**src/rtl/can_cfc_pkg.sv**
```systemverilog
package can_cfc_pkg;

    // Bit offsets from the first identifier bit (stuff bits excluded)
    localparam int unsigned OFS_IDE      = 12;
    localparam int unsigned OFS_BASE_FDF = 13;
    localparam int unsigned OFS_BASE_R0  = 14;
    localparam int unsigned OFS_EXT_R1   = 32;
    localparam int unsigned OFS_EXT_R0   = 33;
    localparam int unsigned OFS_LAST     = OFS_EXT_R0;

    localparam int unsigned TYPE_W = 3;
    localparam int unsigned POS_W  = 4;

    typedef enum logic [TYPE_W-1:0] {
        ET_NONE = 3'b000,
        ET_FORM = 3'b010
    } err_type_e;

    typedef enum logic [POS_W-1:0] {
        EP_CTRL  = 4'd3,
        EP_OTHER = 4'd15
    } err_pos_e;

    typedef struct packed {
        logic ide;
        logic fdf;
    } layout_st_t;

    typedef struct packed {
        logic      req;
        logic      seen;
        err_type_e typ;
        err_pos_e  pos;
    } cap_st_t;

endpackage

```
**src/rtl/can_cfc_layout.sv**
```systemverilog
module can_cfc_layout
    import can_cfc_pkg::*;
#(
    parameter int unsigned W = 6
) (
    input  logic         clk,
    input  logic         rst_n,
    input  logic         arb_start,
    input  logic         take,
    input  logic [W-1:0] ofs,
    input  logic         bit_val,
    input  logic         fd_en,
    output logic         form_err
);

    layout_st_t s_q, s_d;
    logic       rsv;

    always_comb begin
        s_d = s_q;
        rsv = 1'b0;
        if (arb_start) begin
            s_d = '0;
        end
        if (ofs == W'(OFS_IDE) && take) begin
            s_d.ide = bit_val;
        end
        if (!s_q.ide) begin
            if (ofs == W'(OFS_BASE_FDF)) begin
                if (fd_en) begin
                    if (take) s_d.fdf = bit_val;
                end else begin
                    rsv = 1'b1;
                end
            end
            if (ofs == W'(OFS_BASE_R0) && s_q.fdf) begin
                rsv = 1'b1;
            end
        end else begin
            if (ofs == W'(OFS_EXT_R1)) begin
                if (fd_en) begin
                    if (take) s_d.fdf = bit_val;
                end else begin
                    rsv = 1'b1;
                end
            end
            if (ofs == W'(OFS_EXT_R0)) begin
                rsv = 1'b1;
            end
        end
        form_err = take & rsv & bit_val;
    end

    always_ff @(posedge clk or negedge rst_n) begin
        if (!rst_n) begin
            s_q <= '0;
        end else begin
            s_q <= s_d;
        end
    end

endmodule

```
**config.mk**
```make
export PLATFORM = sky130hd
export DESIGN_NAME = can_cfc_layout
export DESIGN_NICKNAME = d
export VERILOG_FILES = /design/src/rtl/can_cfc_pkg.sv /design/src/rtl/can_cfc_layout.sv
export SDC_FILE = /design/constraint.sdc
export NUM_CORES = 1
export LEC_CHECK = 0
export ABC_AREA = 1
export BUFFER_PORTS_ARGS = -buffer_cell sky130_fd_sc_hd__buf_2
export CAP_MARGIN = 10
export CORE_AREA = 2 2 39 41
export DETAILED_ROUTE_END_ITERATION = 12
export DIE_AREA = 0 0 41 43
export PLACE_DENSITY_LB_ADDON = 0.1
export SETUP_SLACK_MARGIN = 0.05
export SYNTH_ARGS = -nofsm -noshare
export SYNTH_HDL_FRONTEND = slang
export SYNTH_SLANG_ARGS = --single-unit
```
**constraint.sdc**
```tcl
create_clock -name clk -period 0.8 [get_ports clk]
set_input_delay 0.12 -clock clk [delete_from_list [all_inputs] [get_ports clk]]
set_output_delay 0.12 -clock clk [all_outputs]
set_load 0.02 [all_outputs]
```
### Word level (Yosys, flattened, before mapping)

Cells that the tools add are included.

| cells by class | value |
|---|---|
| reduce and logical (&&, ||, !) cells | 3 |
| bitwise gates (word level) | 2 |
| equality and inequality tests | 5 |
| multiplexer cells | 13 |

Operators with widths:

| cell | number |
|---|---|
| equality test 6 x 4 -> 1 bit (second input constant) | 3 |
| equality test 6 bit (second input constant) | 2 |
| two-way mux 1 bit | 12 |
| AND 1 bit | 2 |
| logical AND 1 bit | 2 |
| two-way mux 2 bit | 1 |
| nonzero test 2 bit | 1 |

| storage, ports and cells | value |
|---|---|
| output and inout bits | 1 |
| logic and storage cells | 25 |
| input port bits | 12 |
| register bits | 2 |

### Logic depth before layout (Yosys ltp)

Gate-level depths: netlist of run 1.

| depth | value |
|---|---|
| word-level depth | 6 |
| gate-level depth with buffers | 8 |
| gate-level depth less buffers | 8 |

### Least setup slack after synthesis of run 1

No wires, ideal clock.

| timing path | value |
|---|---|
| path type | flip-flop to output port |
| start | register s_q[0] (netlist bit) |
| end | output port form_err |
| cell stages (with the launch flop) | 5 |
| required time | 0.680 ns |
| arrival | 0.783 ns |
| path slack | -0.103 ns |
| cell sequence | dfrtp_1 nand3_1 o21ai_1 nor2_1 nor2_2 |

| between the ends | value |
|---|---|
| word-level cells in the longest chain between the ends | 5 |

Ends and longest elaborated chain:

| element | line | text |
|---|---|---|
| start, declared | can_cfc_layout.sv:16 | `layout_st_t s_q, s_d;` |
| start signal, assigned | can_cfc_layout.sv:56 | `s_q <= '0;` |
| start signal, assigned | can_cfc_layout.sv:58 | `s_q <= s_d;` |
| logical AND 1 bit | can_cfc_layout.sv:36 | `if (ofs == W'(OFS_BASE_R0) && s_q.fdf) begin` |
| two-way mux 1 bit | can_cfc_layout.sv:36 |  |
| two-way mux 1 bit | can_cfc_layout.sv:28 | `if (!s_q.ide) begin` |
| AND 1 bit (2 in series) | can_cfc_layout.sv:51 | `form_err = take & rsv & bit_val;` |
| end, declared | can_cfc_layout.sv:13 | `output logic form_err` |

Every way passes these cells.

### Final worst setup path of run 1

| timing path | value |
|---|---|
| start | register s_q[1] (netlist bit) |
| end | output port form_err |

| between the ends | value |
|---|---|
| word-level cells in the longest chain between the ends | 3 |

Ends and longest elaborated chain:

| element | line |
|---|---|
| two-way mux 1 bit | can_cfc_layout.sv:28 |
| AND 1 bit (2 in series) | can_cfc_layout.sv:51 |

Every way passes these cells.

==> results of run 1 <==
## cells in the final DEF, fill, tap and decap left out, types with 2 or more instances in the layout
master and count:
sky130_fd_sc_hd__inv_1 6, sky130_fd_sc_hd__nor2_1 6, sky130_fd_sc_hd__nand3_1 4, sky130_fd_sc_hd__nor2_2 6
sky130_fd_sc_hd__inv_2 3, sky130_fd_sc_hd__buf_2 11, sky130_fd_sc_hd__nand2_1 23, sky130_fd_sc_hd__dfrtp_1 2
sky130_fd_sc_hd__clkbuf_4 3, sky130_fd_sc_hd__buf_4 11
## synthesized netlist by cell type, drive strengths merged
| library cell | n | area (sq um) |
|---|---|---|
| nand2 | 23 | 86.3 |
| nor2 | 12 | 57.6 |
| inv | 9 | 33.8 |
| nand3 | 4 | 20.0 |
| dfrtp | 2 | 50.1 |
| o21ai | 2 | 13.8 |
| a21oi | 1 | 5.00 |
| nand4 | 1 | 6.26 |
## metal layers
metal	share of wire [%]	track usage, %	vias to the layer above
met5	0	0	-
met4	0	6.00	0
met3	2.9	0	0
met2	52	15.6	7
met1	45	14.1	156
li1	-	-	218
## worst max-delay path: stages (launching register included)
cell,delay [ns]
sky130_fd_sc_hd__dfrtp_1,0.40
sky130_fd_sc_hd__inv_2,0.07
sky130_fd_sc_hd__o21ai_1,0.06
sky130_fd_sc_hd__nor2_1,0.13
sky130_fd_sc_hd__nor2_2,0.05
sky130_fd_sc_hd__buf_6,0.12
## how the worst max path moves through the flow
stage                to  cells after the start    from  slack (ns)
3_3_place_gp   form_err                      9  ofs[1]       -0.23
6_report       form_err                      5  s_q[1]       -0.36
3_5_place_dp   form_err                      7  ofs[5]       -0.22
5_1_grt        form_err                      5  s_q[0]       -0.42
2_1_floorplan  form_err                      4  s_q[0]       -0.09
4_1_cts        form_err                      5  s_q[1]       -0.39
## cell families (layout without fill, tap and decap cells)
group           count (synthesis)  in the layout
buf+inv                         9             36
compound gates                  3              3
flops                           2              2
simple gates                   40             40
## final cells by class
class / instances / area, sq um
fill: 158 / 907
inverter: 9 / 33.8
timing repair buffer: 24 / 159
multi-input combinational: 43 / 191
clock buffer: 3 / 22.5
sequential: 2 / 50.0
tap: 16 / 20.0
## where the power goes
group	switching, mW	internal [mW]	leakage [nW]
logic	0.0582	0.0603	0.226
registers	0.000860	0.103	0.0279
clock network	0.0542	0.165	0.0138
## metrics by stage
step           worst slack, ns  total power [mW]  hold slack (ns)  instance area [sq um]
2_1_floorplan          -0.0940             0.144           -0.176                    273
3_3_place_gp            -0.228             0.219          -0.0920                    420
3_5_place_dp            -0.216             0.218          -0.0943                    420
4_1_cts                 -0.386             0.461            0.185                    474
5_1_grt                 -0.421             0.470            0.227                    477
6_report                -0.362             0.442            0.203                    477
## repair_timing
item,4_1_cts,5_1_grt
hold endpoints to repair,2,0
pin swaps,4,0
hold buffers,1,0
setup endpoints to repair,3,3
buffers inserted,2,0
resized for setup,3,1
==> flow_results.org, run 1 <==
** Power
- Maximum resistive drop on vdd :: around 0.67 mV
- Summed over all cells, the static leakage comes to 0.267 nW.
- For this design the ratio of total power to cell area is between 900 and 1000 nW/um^2.

** Logic synthesis
- Number of register bits inferred by synthesis :: 2
- Summing the areas of all fa, ha and maj instances in the mapped netlist gives 0% of the synthesized area.
- Synthesized instance count :: 54
- Net count after synthesis :: 66
- Combinational family with the most area after synthesis :: simple AND/OR/NAND/NOR gates
- The synthesized netlist devotes under 10% of its cell area to compound gates.
- Post-synthesis area per instance :: 5.05 sq um
- Summing every instance area after synthesis gives 273 sq um.
- Share of synthesized area occupied by flip-flops and latches :: 18.3%
- For this run, the number of Yosys warnings is 0.
- Share of the synthesized netlist area taken by xor and xnor gates :: 0%
- Summing the areas of all and, or, nand and nor instances in the mapped netlist gives slightly above 60% of the synthesized area.
- Post-synth cell types :: 11
- Multiplexer area fraction after synthesis :: 0%

** Place
- After detailed placement, the design holds a cell count of 91.
- The congestion estimate from routability-driven global placement came to about 0.7.
- Once detailed placement completed, the half-perimeter wirelength came to 626 microns.
- PortBufs :: 12

** Route
- For this run, design rule violations remaining after detail routing come to 0.
- Vias per Instance :: 3.93
- Number of DRC markers after the initial detailed-route iteration :: 1
- Antenna Violating Nets Remaining :: 0
- For this block, the routed nets add up to 769 microns of wire.
- The first detailed-routing pass ran for 3 iterations.
- The routed layout has 381 vias.
- Average detailed-routed wire length per instance :: 7.93 microns

** Floorplanning
- From left edge to right edge, the die measures between 40 and 50 microns.
- Full die area :: between 1500 and 2000 sq um
- Core outline area :: 1380 sq um
- Number of placement rows :: 14
- 13 I/O pins were placed.
- From bottom edge to top edge, the die measures between 40 and 50 microns.
- For this configuration, the core starts out at a cell density of 19.7%.

** Setup path
- Count of cells along the worst register-to-register path :: 7
- Data arrives at the worst endpoint at around 1.0 ns.
- STA classifies the critical path endpoint as an output port.
- STA puts the critical path data required time at 0.68 ns.
- Terminus of the critical flop-to-flop path :: s_q[0]
- In this run the register-to-register setup slack is -0.15 ns.
- Largest fanout on the critical path :: 3
- Crit path launch type :: flop
- Critical path class :: reg2out
- The worst register-to-register path begins at s_q[0].

** Finish
- Share of cells above drive strength 1 :: 44.4%
- The register with the most flip-flops in the final layout is s_q.
- Leading registers by flop count :: s_q x2
- Once layout is complete, the utilization of the core stands at approximately 34%.
- Ant diodes :: 0
- At the end of the flow, the number of nets in the layout was 95.
- The finished layout holds 97 standard cells, fillers aside.
- Post-synthesis to final-layout area growth :: 74.8%
- Max FFs per register :: 2

** Hold path
- Hold Path Cell Cnt :: 3
- Kind of path behind the tightest hold check :: in2reg
- The startpoint identified for the worst hold timing path is bit_val.
- The path with the worst hold slack has its endpoint at s_q[1].

** Timing
- Period utilization :: 145%
- Number of hold violations in the final report :: 0
- Clock tree skew after final layout :: 0.000270 ns
- Once routing completed, OpenROAD measured the worst setup slack at -0.362 ns.
- RSZ-0062 raised after global routing :: yes
- Based on the critical path, the design can be clocked at up to 861 MHz.
- After routing, the total negative slack on setup checks comes to -0.511 ns.
- Slew of the pin with the lowest slew margin :: 0.143 ns
- Relative slew slack :: between 90% and 100%
- Setup violation total in the final timing report :: 2
- The number of max-slew violations in the final report was 0.
- Final worst path period need :: 1.16 ns

** Clock tree
- Total CTS buffers :: 3
- At the later pin of the worst-skew pair, clock insertion delay measures 0.22 ns.
- Clock tree from TritonCTS :: done
- The clock net in this run drives a total of 2 sinks.
- The tree is rooted in a sky130_fd_sc_hd__clkbuf_4.
- After clock tree synthesis, the clock-pin slew on the worst setup and hold paths is 0.03 ns.
- Number of levels in the clock H-tree :: 1
- CTS max path bufs :: 2

** Global route
- Global routing used 10.3% of the available tracks.
- Maximum number of pins on one net before global-route repair :: 5
- The total overflow left after global routing is 0.
- Vias in the first global route :: roughly 340
- The number of antenna violations at the first check in global routing was 0.
- Global-route wire length before repair :: 1.26 mm

** Flow run
- Across the run, the number of max-cap violations was 0.

** Outcome
- The checks that failed: negative setup slack.
- Run status :: complete, but fails checks
Note: power is estimated with default switching activity, not from simulation.
==> run 2, diff against run 1 <==
Clock period 0.8 ns to 1.45 ns, I/O delays scaled along.
==> run 2 against run 1 <==
  * The run now ends clean
  * Final cell count is 11% lower
  * Global-route usage shrank 0.20 points
  * Flip-flop and latch count stayed put
  * Hold slack gained 0.074 ns
  * Non-clock buffer count fell by 11
  * Power decreased by 48%
  * Die area unchanged
  * Register-to-register slack better by 0.73 ns
  * Sequential share of layout area is 2.4 points higher
  * First-iteration DRC count up 100%
  * Setup slack improved by 0.50 ns
  * Critical path type unchanged
  * Largest cell class unchanged
  * Highest routed layer unchanged
==> flow_results.org, run 2 (synthesized netlist as in run 1, its figures left out) <==
** Outcome
- Run status: completed (was complete, but fails checks).

** Place
- Final RePlAce weighted congestion :: 0.697 (was 0.701)
- PortBufs :: 12 (unchanged)
- Placed wire-length estimate :: 575 microns (was 626 microns)

** Finish
- The most common library cell in the layout ignoring fill and taps is sky130_fd_sc_hd__nand2_1 (unchanged).
- Post-synthesis to final-layout area growth :: 42.2% (was 74.8%)
- Leading registers by flop count: s_q x2 (unchanged).
- The largest register by flop count is s_q (unchanged).
- Max FFs per register :: 2 (unchanged)
- The total number of nets in the final design is 84 (was 95).
- Ant diodes :: 0 (unchanged)
- The fraction of final layout cells sized beyond drive strength 1 came to 32.9% (was 44.4%).
- Commonest cells after routing, fill and taps aside: sky130_fd_sc_hd__nand2_1, sky130_fd_sc_hd__buf_2, sky130_fd_sc_hd__inv_1, sky130_fd_sc_hd__nor2_1, sky130_fd_sc_hd__nor2_2 (was sky130_fd_sc_hd__nand2_1, sky130_fd_sc_hd__buf_2, sky130_fd_sc_hd__buf_4).

** Route
- Number of DRC markers after the initial detailed-route iteration :: 2 (was 1)
- Wire length after detailed routing :: 660 microns (was 769 microns)
- Vias per Instance :: 4.00 (was 3.93)
- Post-detailed-route DRC marker count :: 0 (unchanged)
- Antenna Violating Nets Remaining :: 0 (unchanged)
- Average detailed-routed wire length per instance :: 7.67 microns (was 7.93 microns)
- Total number of vias :: 344 (was 381)
- The first-pass iteration count of the detailed router was 2 (was 3).

** Clock tree
- The buffer cell driving the clock tree root is sky130_fd_sc_hd__clkbuf_4 (unchanged).
- CTS max path bufs :: 2 (unchanged)
- The source-to-sink clock delay at the later pin of the worst-skew pair is 0.22 ns (about the same).
- The clock input transition at the sequential cells of the worst setup and hold paths was 0.03 ns (about the same).
- The number of sinks handled by clock tree synthesis was 2 (unchanged).
- The CTS tree is done (unchanged).
- The H-tree depth is 1 (unchanged).
- The number of CTS-inserted buffers is 3 (unchanged).

** Global route
- The number of global-route vias before repair came to 334 (was 342).
- Overall fraction of global-route tracks in use :: 10.1% (was 10.3%)
- The number of antenna violations at the first check in global routing was 0 (unchanged).
- The remaining global-route overflow is 0 (unchanged).
- Global-route wire length before repair :: 1.16 mm (was 1.26 mm)
- The largest net degree at the start of global routing came to 5 (unchanged).

** Floorplanning
- Overall die width :: 41 microns (unchanged)
- Core outline area :: 1380 sq um (unchanged)
- The initial core utilization is 19.7% (unchanged).
- The number of rows created at floorplan came to 14 (unchanged).
- Height of the chip :: 43 microns (unchanged)
- Full die area :: 1760 sq um (unchanged)
- The count of pins on the block boundary was 13 (unchanged).

** Setup path
- The reg2reg setup slack is 0.58 ns (was -0.15 ns).
- Cell type of the slowest stage on the worst timing path :: sky130_fd_sc_hd__dfrtp_1 (unchanged)
- Largest fanout on the critical path :: 4 (was 3)
- Critical path endpoint category :: output port (unchanged)
- Critical path class :: reg2out (unchanged)
- The critical path launch point type was a flop (unchanged).
- The worst flop-to-flop path startpoint is s_q[0] (unchanged).
- Sequence of cells on the critical path: inv_1 > o21ai_1 > nor2_1 > nor2_2 > buf_4 (was inv_2 > o21ai_1 > nor2_1 > nor2_2 > buf_6).
- The required arrival time at the worst endpoint was 1.23 ns (was 0.68 ns).
- Start point of the critical path :: s_q[1] (unchanged)
- Count of cells along the worst register-to-register path :: 6 (was 7)
- Endpoint arrival time on the critical path :: 1.09 ns (was 1.04 ns)
- The delay of the slowest critical-path stage came to 0.41 ns (was 0.40 ns).

** Power
- Maximum resistive drop on vdd :: 0.252 mV (was 0.673 mV)
- The static leakage power was 0.214 nW (was 0.267 nW).
- Post-layout power :: 0.229 mW (was 0.442 mW)
- The power per cell area was 590 nW/um^2 (was 926 nW/um^2).

** Timing
- The total negative slack was 0 ns (was -0.511 ns).
- Number of hold violations in the final report :: 0 (unchanged)
- The number of max-slew violations in the final report was 0 (unchanged).
- Setup violation total in the final timing report :: 0 (was 2)
- Clock tree skew after final layout :: 0.00155 ns (was 0.000270 ns)
- Final worst path period need :: 1.31 ns
- Period utilization :: roughly nine tenths
- RSZ-0062 raised after global routing: no (was yes).
- Slew of the pin with the lowest slew margin :: 0.150 ns (was 0.143 ns)
- Timing would allow up to 765 MHz.
- Relative slew slack :: 90.0% (was 90.5%)

** Hold path
- The class of the worst hold path is in2reg (unchanged).
- The number of cells traversed by the worst hold path was 4 (was 3).
- The hold path startpoint is arb_start (was bit_val).

** Flow run
- Number of maximum-capacitance violations :: 0 (unchanged)
run 2: cell types whose count changed in the layout (fill, tap and decap cells not counted):
cell | before | now
sky130_fd_sc_hd__buf_4 | 11 | 1
sky130_fd_sc_hd__buf_6 | 1 | 0
sky130_fd_sc_hd__inv_1 | 6 | 7
sky130_fd_sc_hd__inv_2 | 3 | 2
sky130_fd_sc_hd__nor2_1 | 6 | 7
sky130_fd_sc_hd__nor2_2 | 6 | 5
run 2: repair_timing:
item                       in CTS  in global routing
gates resized for setup         0                  1
setup buffers                   0                  0
setup endpoints to repair       0                  1
hold buffers                    1                  0
hold endpoints to repair        2                  0
run 2: through the flow:
step,hold WS (ns),setup slack [ns],cells,util (%),instance area (sq um)
after detailed placement,0.00385,0.240,82,25.5,353
after global placement,0.00530,0.243,82,25.5,353
final,0.278,0.143,86,28.0,388
after floorplan,-0.0781,0.450,54,-,273
after global routing,0.320,0.0574,86,28.0,388
after CTS,0.272,0.121,86,27.8,385
run 2: worst max-delay path, delay by kind of cell (launching register included):
family                 cells  cell delay, ns
AOI/OAI and AO/OA          1            0.06
buffers and inverters      2            0.24
DFF                        1            0.41
and+or+nand+nor            2            0.17
run 2: per-layer routing:
layer  vias up  track usage, %  part of all wire (%)
met3         0            3.14                   4.2
met5         -               0                     0
met1       143            10.9                    46
met4         0            8.00                     0
li1        194               -                     -
met2         7            15.3                    50
run 2: path summary, 6_finish.rpt:
path	end
worst max-delay path	form_err
worst min-delay path	s_q[1]
worst max register to register	s_q[0]
worst min register to register	s_q[0]
max in group asynchronous	s_q[1]
min in group asynchronous	s_q[0]
run 2: final cells by class:
class / instances / area (sq um)
clock buffers: 3 / 22.5
flip-flops and latches: 2 / 50.0
fillers: 178 / 996
repair buffers: 13 / 72.6
multi-input cells: 43 / 189
well taps: 16 / 20.0
inverters: 9 / 33.8
run 2: where the power goes:
part / switching [mW] / internal (mW) / total [mW]
Combinational: 0.0286 / 0.0216 / 0.0502
Clock: 0.0301 / 0.0912 / 0.121
Sequential: 0.000532 / 0.0567 / 0.0572
